$ cat config.mk
export PLATFORM = sky130hd
export DESIGN_NAME = rxbd_ring_engine
export DESIGN_NICKNAME = d
export VERILOG_FILES = /design/src/rtl/rxbd_pkg.sv /design/src/rtl/rxbd_cursor.sv /design/src/rtl/rxbd_fill.sv /design/src/rtl/rxbd_ctrl.sv /design/src/rtl/rxbd_ring_engine.sv
export SDC_FILE = /design/constraint.sdc
export NUM_CORES = 1
export LEC_CHECK = 0
export BUFFER_PORTS_ARGS = -buffer_cell sky130_fd_sc_hd__clkbuf_2
export CELL_PAD_IN_SITES_DETAIL_PLACEMENT = 0
export CELL_PAD_IN_SITES_GLOBAL_PLACEMENT = 1
export CORE_ASPECT_RATIO = 1.2
export CORE_MARGIN = 2
export CORE_UTILIZATION = 40
export DETAILED_ROUTE_END_ITERATION = 6
export PLACE_DENSITY = 0.88
export SLEW_MARGIN = 15
export SYNTH_ARGS = -nofsm -noshare
export SYNTH_HDL_FRONTEND = slang
export SYNTH_SLANG_ARGS = --single-unit
$ cat constraint.sdc
create_clock -name clk -period 3.8 [get_ports clk]
set_input_delay 0.38 -clock clk [delete_from_list [all_inputs] [get_ports clk]]
set_output_delay 0.38 -clock clk [all_outputs]
set_load 0.05 [all_outputs]
$ cat src/rtl/rxbd_pkg.sv
package rxbd_pkg;

  typedef enum logic [3:0] {
    ST_INIT, ST_RD_CTL, ST_CHK, ST_STALL, ST_RD_PHI,
    ST_RD_PLO, ST_LD_PLO, ST_RUN, ST_WR_LEN, ST_WR_CTL
  } rxbd_state_e;

  // frame condition vector as it arrives with the frame-end byte
  typedef struct packed {
    logic brk;
    logic ab;
    logic cr;
    logic ov;
    logic cd;
  } rx_flags_t;

  localparam int DESC_STRIDE = 8;

  // status word returned to the host
  function automatic logic [15:0] pack_ctl(input logic w, input logic i,
                                           input logic cm, input logic last,
                                           input logic first, input rx_flags_t f);
    logic [15:0] v;
    v     = '0;
    v[13] = w;
    v[12] = i;
    v[11] = last;
    v[10] = first;
    v[9]  = cm;
    if (last) begin
      v[7] = f.brk;
      v[3] = f.ab;
      v[2] = f.cr;
      v[1] = f.ov;
      v[0] = f.cd;
    end
    return v;
  endfunction

  // ring step
  function automatic logic [31:0] next_desc(input logic [31:0] cur,
                                            input logic [31:0] base,
                                            input logic wrap);
    return wrap ? base : cur + 32'(DESC_STRIDE);
  endfunction

  // byte placement
  function automatic logic [31:0] buf_addr(input logic [31:0] ptr,
                                           input logic [31:0] cnt);
    return ptr + cnt;
  endfunction

endpackage

$ cat src/rtl/rxbd_cursor.sv
module rxbd_cursor import rxbd_pkg::*; #(
  parameter int AW = 12
) (
  input  logic          clk,
  input  logic          rst_n,
  input  logic          load,
  input  logic          advance,
  input  logic          wrap,
  input  logic [AW-1:0] base,
  output logic [AW-1:0] cur
);
  logic [AW-1:0] step_addr;

  assign step_addr = AW'(next_desc(32'(cur), 32'(base), wrap));

  always_ff @(posedge clk) begin
    if (!rst_n)       cur <= '0;
    else if (load)    cur <= base;
    else if (advance) cur <= step_addr;
  end
endmodule

$ cat src/rtl/rxbd_fill.sv
module rxbd_fill import rxbd_pkg::*; #(
  parameter int AW = 12,
  parameter int LW = 16
) (
  input  logic          clk,
  input  logic          rst_n,
  input  logic          ld_hi,
  input  logic          ld_lo,
  input  logic [15:0]   rdata,
  input  logic          clr,
  input  logic          take,
  input  logic [LW-1:0] max_len,
  output logic [AW-1:0] wr_addr,
  output logic [LW-1:0] count,
  output logic          full_next
);
  localparam int CW = LW + 1;

  logic [15:0]   ptr_hi;
  logic [31:0]   ptr;
  logic [CW-1:0] cnt_inc;

  always_ff @(posedge clk) begin
    if (!rst_n) begin
      ptr_hi <= '0;
      ptr    <= '0;
    end else begin
      if (ld_hi) ptr_hi <= rdata;
      if (ld_lo) ptr    <= {ptr_hi, rdata};
    end
  end

  always_ff @(posedge clk) begin
    if (!rst_n)    count <= '0;
    else if (clr)  count <= '0;
    else if (take) count <= count + 1'b1;
  end

  assign cnt_inc   = {1'b0, count} + CW'(1);
  assign full_next = cnt_inc >= {1'b0, max_len};
  assign wr_addr   = AW'(buf_addr(ptr, 32'(count)));
endmodule

$ cat src/rtl/rxbd_ctrl.sv
module rxbd_ctrl import rxbd_pkg::*; (
  input  logic        clk,
  input  logic        rst_n,
  input  logic        in_valid,
  input  logic        in_eof,
  input  rx_flags_t   in_flags,
  input  logic        desc_e,
  input  logic        desc_w,
  input  logic        desc_i,
  input  logic        desc_cm,
  input  logic        full_next,
  output rxbd_state_e st,
  output logic        in_ready,
  output logic        take,
  output logic        drop,
  output logic        cur_load,
  output logic        cur_adv,
  output logic        wrap_o,
  output logic        cnt_clr,
  output logic        ph_ld,
  output logic        pl_ld,
  output logic [15:0] ctl_word,
  output logic        ev_rxb,
  output logic        ev_rxf,
  output logic        ev_busy
);
  logic      w_r, i_r, cm_r, eof_r, first_r, busy_r;
  rx_flags_t flags_r;
  logic      close_now;

  assign in_ready  = (st == ST_RUN) || (st == ST_STALL);
  assign take      = (st == ST_RUN) && in_valid;
  assign drop      = (st == ST_STALL) && in_valid;
  assign close_now = take && (in_eof || full_next);
  assign cur_load  = (st == ST_INIT);
  assign cur_adv   = (st == ST_WR_CTL);
  assign wrap_o    = w_r;
  assign ph_ld     = (st == ST_RD_PLO);
  assign pl_ld     = (st == ST_LD_PLO);
  assign cnt_clr   = (st == ST_LD_PLO);
  assign ctl_word  = pack_ctl(w_r, i_r, cm_r, eof_r, first_r, flags_r);
  assign ev_rxb    = (st == ST_WR_CTL) && !eof_r && i_r;
  assign ev_rxf    = (st == ST_WR_CTL) && eof_r;
  assign ev_busy   = (st == ST_CHK) && !desc_e && !busy_r;

  always_ff @(posedge clk) begin
    if (!rst_n) begin
      st      <= ST_INIT;
      w_r     <= 1'b0;
      i_r     <= 1'b0;
      cm_r    <= 1'b0;
      eof_r   <= 1'b0;
      first_r <= 1'b1;
      busy_r  <= 1'b0;
      flags_r <= '0;
    end else begin
      case (st)
        ST_INIT:   st <= ST_RD_CTL;
        ST_RD_CTL: st <= ST_CHK;
        ST_CHK: begin
          if (desc_e) begin
            w_r    <= desc_w;
            i_r    <= desc_i;
            cm_r   <= desc_cm;
            busy_r <= 1'b0;
            st     <= ST_RD_PHI;
          end else begin
            busy_r <= 1'b1;
            st     <= ST_STALL;
          end
        end
        ST_STALL: begin
          if (drop && in_eof) first_r <= 1'b1;
          st <= ST_RD_CTL;
        end
        ST_RD_PHI: st <= ST_RD_PLO;
        ST_RD_PLO: st <= ST_LD_PLO;
        ST_LD_PLO: st <= ST_RUN;
        ST_RUN: begin
          if (close_now) begin
            eof_r   <= in_eof;
            flags_r <= in_eof ? in_flags : '0;
            st      <= ST_WR_LEN;
          end
        end
        ST_WR_LEN: st <= ST_WR_CTL;
        ST_WR_CTL: begin
          first_r <= eof_r;
          st      <= ST_RD_CTL;
        end
        default: st <= ST_INIT;
      endcase
    end
  end
endmodule

$ cat src/rtl/rxbd_ring_engine.sv
module rxbd_ring_engine import rxbd_pkg::*; #(
  parameter int AW = 12,
  parameter int LW = 16
) (
  input  logic          clk,
  input  logic          rst_n,
  input  logic          in_valid,
  input  logic [7:0]    in_data,
  input  logic          in_eof,
  input  logic [4:0]    in_flags,
  output logic          in_ready,
  input  logic [AW-1:0] ring_base,
  input  logic [LW-1:0] max_len,
  output logic          mem_re,
  output logic          mem_we,
  output logic [1:0]    mem_be,
  output logic [AW-1:0] mem_addr,
  output logic [15:0]   mem_wdata,
  input  logic [15:0]   mem_rdata,
  output logic          ev_rxb,
  output logic          ev_rxf,
  output logic          ev_busy
);
  rxbd_state_e   st;
  logic          take, drop, cur_load, cur_adv, wrap_sel;
  logic          cnt_clr, ph_ld, pl_ld, full_next;
  logic [15:0]   ctl_word;
  logic [AW-1:0] cur, wr_addr;
  logic [LW-1:0] count;

  // named internal events for the checker
  logic stall_drop, ctl_wb, len_wb;
  assign stall_drop = drop;
  assign ctl_wb     = (st == ST_WR_CTL);
  assign len_wb     = (st == ST_WR_LEN);

  rxbd_ctrl u_ctrl (
    .clk(clk), .rst_n(rst_n),
    .in_valid(in_valid), .in_eof(in_eof), .in_flags(rx_flags_t'(in_flags)),
    .desc_e(mem_rdata[15]), .desc_w(mem_rdata[13]),
    .desc_i(mem_rdata[12]), .desc_cm(mem_rdata[9]),
    .full_next(full_next), .st(st), .in_ready(in_ready),
    .take(take), .drop(drop), .cur_load(cur_load), .cur_adv(cur_adv),
    .wrap_o(wrap_sel), .cnt_clr(cnt_clr), .ph_ld(ph_ld), .pl_ld(pl_ld),
    .ctl_word(ctl_word), .ev_rxb(ev_rxb), .ev_rxf(ev_rxf), .ev_busy(ev_busy)
  );

  rxbd_cursor #(.AW(AW)) u_cursor (
    .clk(clk), .rst_n(rst_n), .load(cur_load), .advance(cur_adv),
    .wrap(wrap_sel), .base(ring_base), .cur(cur)
  );

  rxbd_fill #(.AW(AW), .LW(LW)) u_fill (
    .clk(clk), .rst_n(rst_n), .ld_hi(ph_ld), .ld_lo(pl_ld),
    .rdata(mem_rdata), .clr(cnt_clr), .take(take), .max_len(max_len),
    .wr_addr(wr_addr), .count(count), .full_next(full_next)
  );

  // RAM port steering by phase
  always_comb begin
    mem_re    = 1'b0;
    mem_we    = 1'b0;
    mem_be    = 2'b00;
    mem_addr  = cur;
    mem_wdata = '0;
    case (st)
      ST_RD_CTL: mem_re = 1'b1;
      ST_RD_PHI: begin
        mem_re   = 1'b1;
        mem_addr = cur + AW'(4);
      end
      ST_RD_PLO: begin
        mem_re   = 1'b1;
        mem_addr = cur + AW'(6);
      end
      ST_RUN: begin
        if (take) begin
          mem_we    = 1'b1;
          mem_addr  = wr_addr;
          mem_be    = wr_addr[0] ? 2'b01 : 2'b10;
          mem_wdata = {in_data, in_data};
        end
      end
      ST_WR_LEN: begin
        mem_we    = 1'b1;
        mem_be    = 2'b11;
        mem_addr  = cur + AW'(2);
        mem_wdata = 16'(count);
      end
      ST_WR_CTL: begin
        mem_we    = 1'b1;
        mem_be    = 2'b11;
        mem_wdata = ctl_word;
      end
      default: ;
    endcase
  end
endmodule

==> results of run 1 <==
-- where the power goes --
group          internal, mW  switching (mW)  total [mW]  leakage, nW
Clock                 0.265           0.229       0.494       0.0741
Sequential            0.599          0.0441       0.643        0.446
Combinational         0.130           0.249       0.379         1.93
Total                 0.994           0.522        1.52         2.45
-- critical path, stage by stage (launching register included) --
cell	delay (ps)
dfxtp_1	640
nor4b_4	310
inv_1	150
ha_1	290
a21oi_1	450
nor3_1	160
a21oi_1	170
nor2_1	50
a221o_1	270
clkbuf_2	240
-- kinds of logic (layout without fill, tap and decap cells) --
kind of cell / count (synthesis) / after routing / share of synthesized area
simple gates: 238 / 238 / 0.260
compound gates: 161 / 161 / 0.234
buf+inv: 68 / 145 / 0.0656
flops: 55 / 55 / 0.239
xor+xnor: 42 / 42 / 0.0797
fa+ha+maj: 33 / 33 / 0.0927
mux: 13 / 13 / 0.0293
-- through the flow --
step / utilization / cell area [um2] / hold WS [ps]
floorplan: - / 4610 / 437
global placement: 0.464 / 5160 / 449
detailed placement: 0.464 / 5160 / 449
CTS: 0.477 / 5320 / 297
global route: 0.477 / 5320 / 316
finish: 0.477 / 5320 / 297
-- state kept, by name, indices dropped and copies added, names as in the netlist --
name            cells
u_ctrl.st           4
u_ctrl.busy_r       1
u_ctrl.eof_r        1
u_fill.ptr         12
u_ctrl.cm_r         1
u_ctrl.first_r      1
u_ctrl.flags_r      5
u_cursor.cur       12
u_fill.count       16
u_ctrl.wrap_o       1
u_ctrl.i_r          1
-- how the worst min path moves through the flow --
stage | from | endpoint | slack [ps] | cells after the start
6_report | mem_rdata[8] | u_fill.ptr[8]$_SDFFE_PN0P_ | 300 | 3
3_3_place_gp | u_cursor.cur[0]$_SDFFE_PN0P_ | u_cursor.cur[0]$_SDFFE_PN0P_ | 450 | 2
2_1_floorplan | u_cursor.cur[0]$_SDFFE_PN0P_ | u_cursor.cur[0]$_SDFFE_PN0P_ | 440 | 2
5_1_grt | mem_rdata[8] | u_fill.ptr[8]$_SDFFE_PN0P_ | 320 | 3
3_5_place_dp | u_cursor.cur[0]$_SDFFE_PN0P_ | u_cursor.cur[0]$_SDFFE_PN0P_ | 450 | 2
4_1_cts | mem_rdata[8] | u_fill.ptr[8]$_SDFFE_PN0P_ | 300 | 3
-- final cells by class --
class	instances	share of cell area
inverter	35	0.0247
clock buffer	7	0.0268
multi-input combinational	487	0.604
clock inverter	1	0.00165
sequential	55	0.207
tap	154	0.0363
timing repair buffer	102	0.0993
-- metal layers --
metal  GRT usage  up-vias  part of all wire
met5           0        -                 0
met4      0.0492        0             0.013
met3      0.0252       18             0.054
met2       0.387      167              0.49
met1       0.290     2179              0.44
li1            -     2319                 -
-- placed cells by master (no fill, tap or decap), drive strengths merged, types with 3 or more instances in the layout --
cell type,n
a211oi,6
a21boi,16
nand3b,4
dfxtp,55
nand2b,6
buf,7
a22oi,4
nor4b,3
nor4,4
a221o,4
o21ai,37
inv,34
nand3,22
a222oi,6
xor2,23
nor3,15
a21o,10
and2,6
a22o,3
nand2,87
ha,31
o2bb2ai,3
and3,12
o211ai,7
a21oi,40
a31oi,6
mux2i,9
clkbuf,102
mux2,4
or2,3
nor2,58
nand4,6
xnor2,19
==> impl_metrics.yaml, run 1 <==
clocking:
  cts_setup_buffers: 0
  clk_pin_slew_ps: 70
  cts_buffers: 5
  htree_num_levels: 2
  clockRootBuffer: "clkbuf_16"
  cts_tree: "yes"
  hold_buffers: 0
  clock-sinks: 55
  clkLatencyLatePin_ps: 300
  clock_path_buffers: 2
  cts-resized-gates: 0
timing:
  grt_setup_unrepaired: "no"
  setup_tns_ps: 0
  maxSlewHeadroom: 0.486
  timing_worst_slew_pin_value_ps: 769
  finalCritPeriodShare: 0.900
  fin_ws_ps: 382
  drv_slew: 0
  hold_viol: 0
  min_period_ps: 3420
  setup_viol: 0
  max_freq_ghz: 0.293
  fin_worst_skew_ps: 4.02
power:
  peakVddDrop_mv: 0.189
  p_per_area_nw_per_um2: 285
  cellLeakagePower_nw: 2.45
  finalPower_mw: 1.52
worst_setup_path:
  start_kind: "flop"
  crit_type: "reg2out"
  ff2ff_setup_slack_ps: 430
  end_kind: "output port"
  crit_arrival_ps: 3040
  r2r-start: "u_fill.count[1]$_SDFFE_PP0P_"
  crit_required_ps: 3420
  crit_end: "mem_addr[8]"
  crit_start: "u_ctrl.st[3]$_SDFFE_PN0P_"
  cp_max_fo: 15
  reg2reg_depth: 11
  r2r-end: "u_ctrl.st[3]$_SDFFE_PN0P_"
synth:
  syn_inst: 610
  syn_nets: 704
  ys_ff_latch: 55
  synth_common_cells: "nand2_1 (87), dfxtp_1 (55), nor2_1 (55)"
  synth_flop_cell: "dfxtp_1"
  yosysMostFrequentCell: "nand2_1"
  synth_top_area_frac: 0.239
  synth-edff-count: 0
  synth_area_um2: 4610
  async_reset_ff_frac: 0
  ys.warnings.count: 0
  yosysSeqAreaShare: 0.239
  syn_avg_cell_area_um2: 7.56
  yosysTopAreaCell: "dfxtp_1"
  synth_cell_types: 65
  synthTopCellsByArea: "dfxtp_1 (24%), ha_1 (8.4%), nand2_1 (7.1%)"
drt:
  wire_per_inst_um: 16.1
  vias_per_cell: 5.57
  ant_nets: 0
  drt_pre_antenna_iters: 5
  routed_wl_um: 13600
  drtIter0Drc: 260
  via_count: 4683
  drcViolationCount: 0
layout:
  nFillCells: 1150
  fin_nets: 780
  antenna_cells: 0
  area_growth_syn_to_layout_pct: 15.2
  seqCellArea_um2: 1100
  drive_gt1_frac: 0.195
  multiInputGateArea_um2: 3210
  final_cells: 841
floorplan:
  die_area_um2: 12400
  die_w_um: 102
  rows: 42
  start_util: 0.414
  ios: 97
  die_h_um: 122
  core_um2: 11100
placed_design:
  port_buffers: 95
  dp_cells: 833
  finalWeightedCongestion: 0.902
  place_ws_ps: 459
  dp_hpwl_um: 10400
global_routing:
  track_usage: 0.221
  antenna_found_initial: 0
  grt_overflow: 0
  grt_pass1_vias: 4366
  grt_max_degree: 33
  grt_pass1_wl_um: 21900
job:
  cap_violations: 0
worst_hold_path:
  min_path_type: "in2reg"
outcome:
  status: "finished, final reports clean"
Note: power is estimated with default switching activity, not from simulation.
==> inputs of run 2 (changes only) <==
--- a/config.mk
+++ b/config.mk
@@ -13,6 +13,7 @@
 export CORE_UTILIZATION = 40
 export DETAILED_ROUTE_END_ITERATION = 6
 export PLACE_DENSITY = 0.88
+export REMOVE_ABC_BUFFERS = 1
 export SLEW_MARGIN = 15
 export SYNTH_ARGS = -nofsm -noshare
 export SYNTH_HDL_FRONTEND = slang
==> run 2 against run 1 <==
  * Worst hold slack improved by 9.7 ps
  * Fmax rose by 0.32%
  * Sequential power barely moved
==> impl_metrics.yaml, run 2 (synthesis gave the netlist of run 1 again) <==
outcome:
  status: "finished, final reports clean"
layout:
  antenna_cells: 0
  layout_commonest_cell: "clkbuf_2"
  largest_reg_flops: 16
  nFillCells: 1151
  layout_common_cells: "clkbuf_2 (95), nand2_1 (87), nor2_1 (55), dfxtp_1 (55), a21oi_1 (40)"
  top_regs: "u_fill.count (16), u_cursor.cur (12), u_fill.ptr (12)"
  drive_gt1_frac: 0.195
  fin_nets: 780
  final_cells: 841
  top_register: "u_fill.count"
  area_growth_syn_to_layout_pct: 15.2
worst_setup_path:
  cp_max_fo: 15
  crit_arrival_ps: 3030
  crit_required_ps: 3420
  start_kind: "flop"
  end_kind: "output port"
  crit_type: "reg2out"
timing:
  hold_viol: 0
  max_freq_ghz: 0.293
  setup_viol: 0
  fin_worst_skew_ps: 5.85
  maxSlewHeadroom: 0.443
  drv_slew: 0
  min_period_ps: 3410
  setup_tns_ps: 0
  finalCritPeriodShare: 0.897
  timing_worst_slew_pin_value_ps: 835
  grt_setup_unrepaired: "no"
power:
  p_int_mw: 0.994
  finalPower_mw: 1.50
  p_per_area_nw_per_um2: 282
  peakVddDrop_mv: 0.182
  switchingPower_mw: 0.505
  clkPwrFrac: 0.317
  cellLeakagePower_nw: 2.45
  p_seq_frac: 0.430
  switching_share: 0.337
  pwr-share-comb: 0.253
drt:
  via_count: 4676
  ant_nets: 0
  vias_per_cell: 5.56
  drtIter0Drc: 252
  drt_pre_antenna_iters: 5
  wire_per_inst_um: 15.5
  routed_wl_um: 13000
  drcViolationCount: 0
clocking:
  cts_setup_buffers: 0
  htree_num_levels: 2
  clk_pin_slew_ps: 70
  clock_path_buffers: 2
  clockRootBuffer: "clkbuf_16"
  clock-sinks: 55
  cts_tree: "yes"
  cts_buffers: 5
  clkLatencyLatePin_ps: 290
  hold_buffers: 0
  cts-resized-gates: 0
job:
  cap_violations: 0
floorplan:
  rows: 42
  start_util: 0.414
  core_um2: 11100
  die_w_um: 102
  ios: 97
  die_h_um: 122
  die_area_um2: 12400
global_routing:
  grt_pass1_vias: 4362
  grt-busiest-layer: "met2"
  use_met2: 0.367
  track_usage: 0.214
  gr-usage-met1: 0.280
  grt_max_degree: 33
  grt_use_met3: 0.0293
  antenna_found_initial: 0
  grt_overflow: 0
  grt_pass1_wl_um: 21300
placed_design:
  finalWeightedCongestion: 0.908
  dp_cells: 833
  port_buffers: 95
  dp_hpwl_um: 10200
worst_hold_path:
  min_path_type: "in2reg"
## run 2: cell counts in the layout (fill, tap and decap cells not counted)
No cell type changed its count.
## run 2: path summary, 6_finish.rpt
check                               startpoint                              to  slack [ps]  cells after the start
setup / recovery     u_ctrl.st[3]$_SDFFE_PN0P_                     mem_addr[8]         390                      9
hold / removal                    mem_rdata[8]      u_fill.ptr[8]$_SDFFE_PN0P_         310                      3
setup reg to reg  u_fill.count[0]$_SDFFE_PP0P_  u_ctrl.flags_r[1]$_SDFFE_PN0P_         480                     13
hold reg to reg     u_fill.ptr[8]$_SDFFE_PN0P_      u_fill.ptr[8]$_SDFFE_PN0P_         470                      2
## run 2: final cells by class
cell class,count,area [um2],share of cell area
inverter,35,131,0.0247
timing repair buffer,102,528,0.0993
multi-input combinational,487,3210,0.604
clock inverter,1,8.76,0.00165
clock buffer,7,143,0.0268
sequential,55,1100,0.207
tap,154,193,0.0363
## run 2: metrics by stage
stage                     utilization  setup WS, ps  hold WS (ps)  instance area [um2]
after global routing            0.477           182           322                 5320
after detailed placement        0.464           493           464                 5160
final                           0.477           393           307                 5320
after global placement          0.464           529           458                 5160
after CTS                       0.477           442           304                 5320
after floorplan                     -           433           437                 4440
## run 2: critical path, stage by stage (launching register included)
cell      delay [ps]
dfxtp_1          630
nor4b_4          310
inv_1            140
ha_1             290
a21oi_1          470
nor3_1           160
a21oi_1          180
nor2_1            50
a221o_1          270
clkbuf_2         240
## run 2: power groups by stage
stage	clock network [mW]	registers (mW)	logic, mW
floorplan	0	0.650	0.255
global placement	0	0.656	0.371
detailed placement	0	0.657	0.378
CTS	0.488	0.644	0.380
global route	0.521	0.650	0.417
finish	0.476	0.645	0.379
## run 2: per-layer routing
metal | vias to the layer above | part of all wire
li1 | 2319 | -
met1 | 2179 | 0.44
met2 | 159 | 0.48
met3 | 19 | 0.065
met4 | 0 | 0.015
met5 | - | 0
==> inputs of run 3 (changes only) <==
--- a/config.mk
+++ b/config.mk
@@ -9,7 +9,7 @@
 export CELL_PAD_IN_SITES_DETAIL_PLACEMENT = 0
 export CELL_PAD_IN_SITES_GLOBAL_PLACEMENT = 1
 export CORE_ASPECT_RATIO = 1.2
-export CORE_MARGIN = 2
+export CORE_MARGIN = 10
 export CORE_UTILIZATION = 40
 export DETAILED_ROUTE_END_ITERATION = 6
 export PLACE_DENSITY = 0.88
==> run 3 against run 2 <==
  * Worst setup slack better by 6.7 ps
  * Worst hold slack better by 0.93 ps
  * Combinational power about the same
  * Cell area increased by 0.73%
  * Via count shrank 0.17%
  * Final cell count rose by 0.36%
  * Wire length increased by 7.6%
  * Fmax is 0.20% higher
  * Clock-buffer cell count fell by 1
  * Total power grew 4.2%
  * Flip-flop and latch count did not move
  * Non-clock buffer count grew 3
  * Highest routed layer unchanged
==> impl_metrics.yaml, run 3 (synthesis gave the netlist of run 1 again) <==
timing:
  hold_viol: 0
  drv_slew: 0
  min_period_ps: 3400
  maxSlewHeadroom: 0.445
  hold_ws_ps: 308
  finalCritPeriodShare: 0.895
  fin_worst_skew_ps: 8.64
  max_freq_ghz: 0.294
  timing_worst_slew_pin_value_ps: 830
  grt_setup_unrepaired: "no"
  setup_tns_ps: 0
  setup_viol: 0
layout:
  area_growth_syn_to_layout_pct: 16.0
  top_register: "u_fill.count"
  layout_common_cells: "clkbuf_2 (95), nand2_1 (87), nor2_1 (55), dfxtp_1 (55), a21oi_1 (40)"
  largest_reg_flops: 16
  final_cells: 844
  antenna_cells: 0
  drive_gt1_frac: 0.199
  fin_nets: 783
  fin_area_um2: 5350
  top_regs: "u_fill.count (16), u_cursor.cur (12), u_fill.ptr (12)"
  layout_commonest_cell: "clkbuf_2"
drt:
  wire_per_inst_um: 16.6
  drt_pre_antenna_iters: 6
  routed_wl_um: 14000
  drcViolationCount: 0
  drtIter0Drc: 253
  ant_nets: 0
  via_count: 4668
  vias_per_cell: 5.53
worst_setup_path:
  end_kind: "output port"
  start_kind: "flop"
  r2r-start: "u_fill.count[1]$_SDFFE_PP0P_"
  crit_type: "reg2out"
  cp_max_fo: 15
  r2r-end: "u_ctrl.flags_r[0]$_SDFFE_PN0P_"
  crit_required_ps: 3420
  crit_end: "mem_addr[8]"
  crit_arrival_ps: 3020
  ff2ff_setup_slack_ps: 510
  reg2reg_depth: 12
  crit_start: "u_ctrl.st[3]$_SDFFE_PN0P_"
clocking:
  clockRootBuffer: "clkbuf_16"
  cts_tree: "yes"
  cts-resized-gates: 0
  hold_buffers: 0
  clock-sinks: 55
  htree_num_levels: 2
  clk_pin_slew_ps: 80
  clkLatencyLatePin_ps: 300
  cts_setup_buffers: 0
  cts_buffers: 5
  clock_path_buffers: 2
global_routing:
  grt_pass1_vias: 4730
  antenna_found_initial: 0
  track_usage: 0.171
  grt_overflow: 0
  grt_max_degree: 33
  grt_pass1_wl_um: 23300
floorplan:
  die_area_um2: 16200
  rows: 42
  die_h_um: 138
  start_util: 0.414
  core_um2: 11100
  ios: 97
  die_w_um: 118
power:
  p_per_area_nw_per_um2: 292
  peakVddDrop_mv: 0.266
  cellLeakagePower_nw: 2.47
worst_hold_path:
  min_path_type: "in2reg"
placed_design:
  dp_hpwl_um: 11000
  dp_cells: 836
  finalWeightedCongestion: 0.908
  port_buffers: 95
  dpl_cell_area_um2: 5190
job:
  cap_violations: 0
outcome:
  status: "finished, final reports clean"
## run 3: changes by cell type in the layout (fill, tap and decap cells not counted), sizes merged
cell,delta
buf,+3
bufinv,+1
clkbuf,-1
clkinv,-1
inv,+1
## run 3: how the worst min path moves through the flow
stage | startpoint | to | cells after the start
3_5_place_dp | u_fill.ptr[8]$_SDFFE_PN0P_ | u_fill.ptr[8]$_SDFFE_PN0P_ | 2
4_1_cts | mem_rdata[8] | u_fill.ptr[8]$_SDFFE_PN0P_ | 3
3_3_place_gp | u_fill.ptr[0]$_SDFFE_PN0P_ | u_fill.ptr[0]$_SDFFE_PN0P_ | 2
6_report | mem_rdata[8] | u_fill.ptr[8]$_SDFFE_PN0P_ | 3
5_1_grt | mem_rdata[12] | u_ctrl.i_r$_SDFFE_PN0P_ | 3
2_1_floorplan | u_cursor.cur[0]$_SDFFE_PN0P_ | u_cursor.cur[0]$_SDFFE_PN0P_ | 2
## run 3: metal layers
metal,global-route usage,part of all wire,vias up
met4,0.0585,0.017,0
li1,-,-,2328
met5,0,0,-
met3,0.0278,0.053,17
met1,0.203,0.44,2187
met2,0.309,0.49,136
## run 3: layout make-up
type	count	area [um2]
Sequential cell	55	1100
Multi-Input combinational cell	487	3210
Tap cell	154	193
Clock buffer	6	129
Clock inverter	2	38.8
Timing Repair Buffer	105	551
Fill cell	1189	5790
Inverter	35	131
## run 3: metrics by stage
step           utilization  total power [mW]  worst slack (ps)
3_5_place_dp         0.466              1.04               518
5_1_grt              0.481              1.64               209
2_1_floorplan            -             0.906               433
3_3_place_gp         0.466              1.03               571
6_report             0.481              1.56               399
4_1_cts              0.481              1.57               416
## run 3: report_power, final
group          switching, mW  leakage, nW  internal (mW)
registers             0.0456        0.446          0.600
clock network          0.222       0.0815          0.314
logic                  0.250         1.94          0.130
## run 3: worst max-delay path, cell delays in order, from the launching register on
cell	delay [ps]
dfxtp_1	640
nor4b_4	300
inv_1	140
ha_1	290
a21oi_1	460
nor3_1	150
a21oi_1	170
nor2_1	50
a221o_1	270
clkbuf_2	240
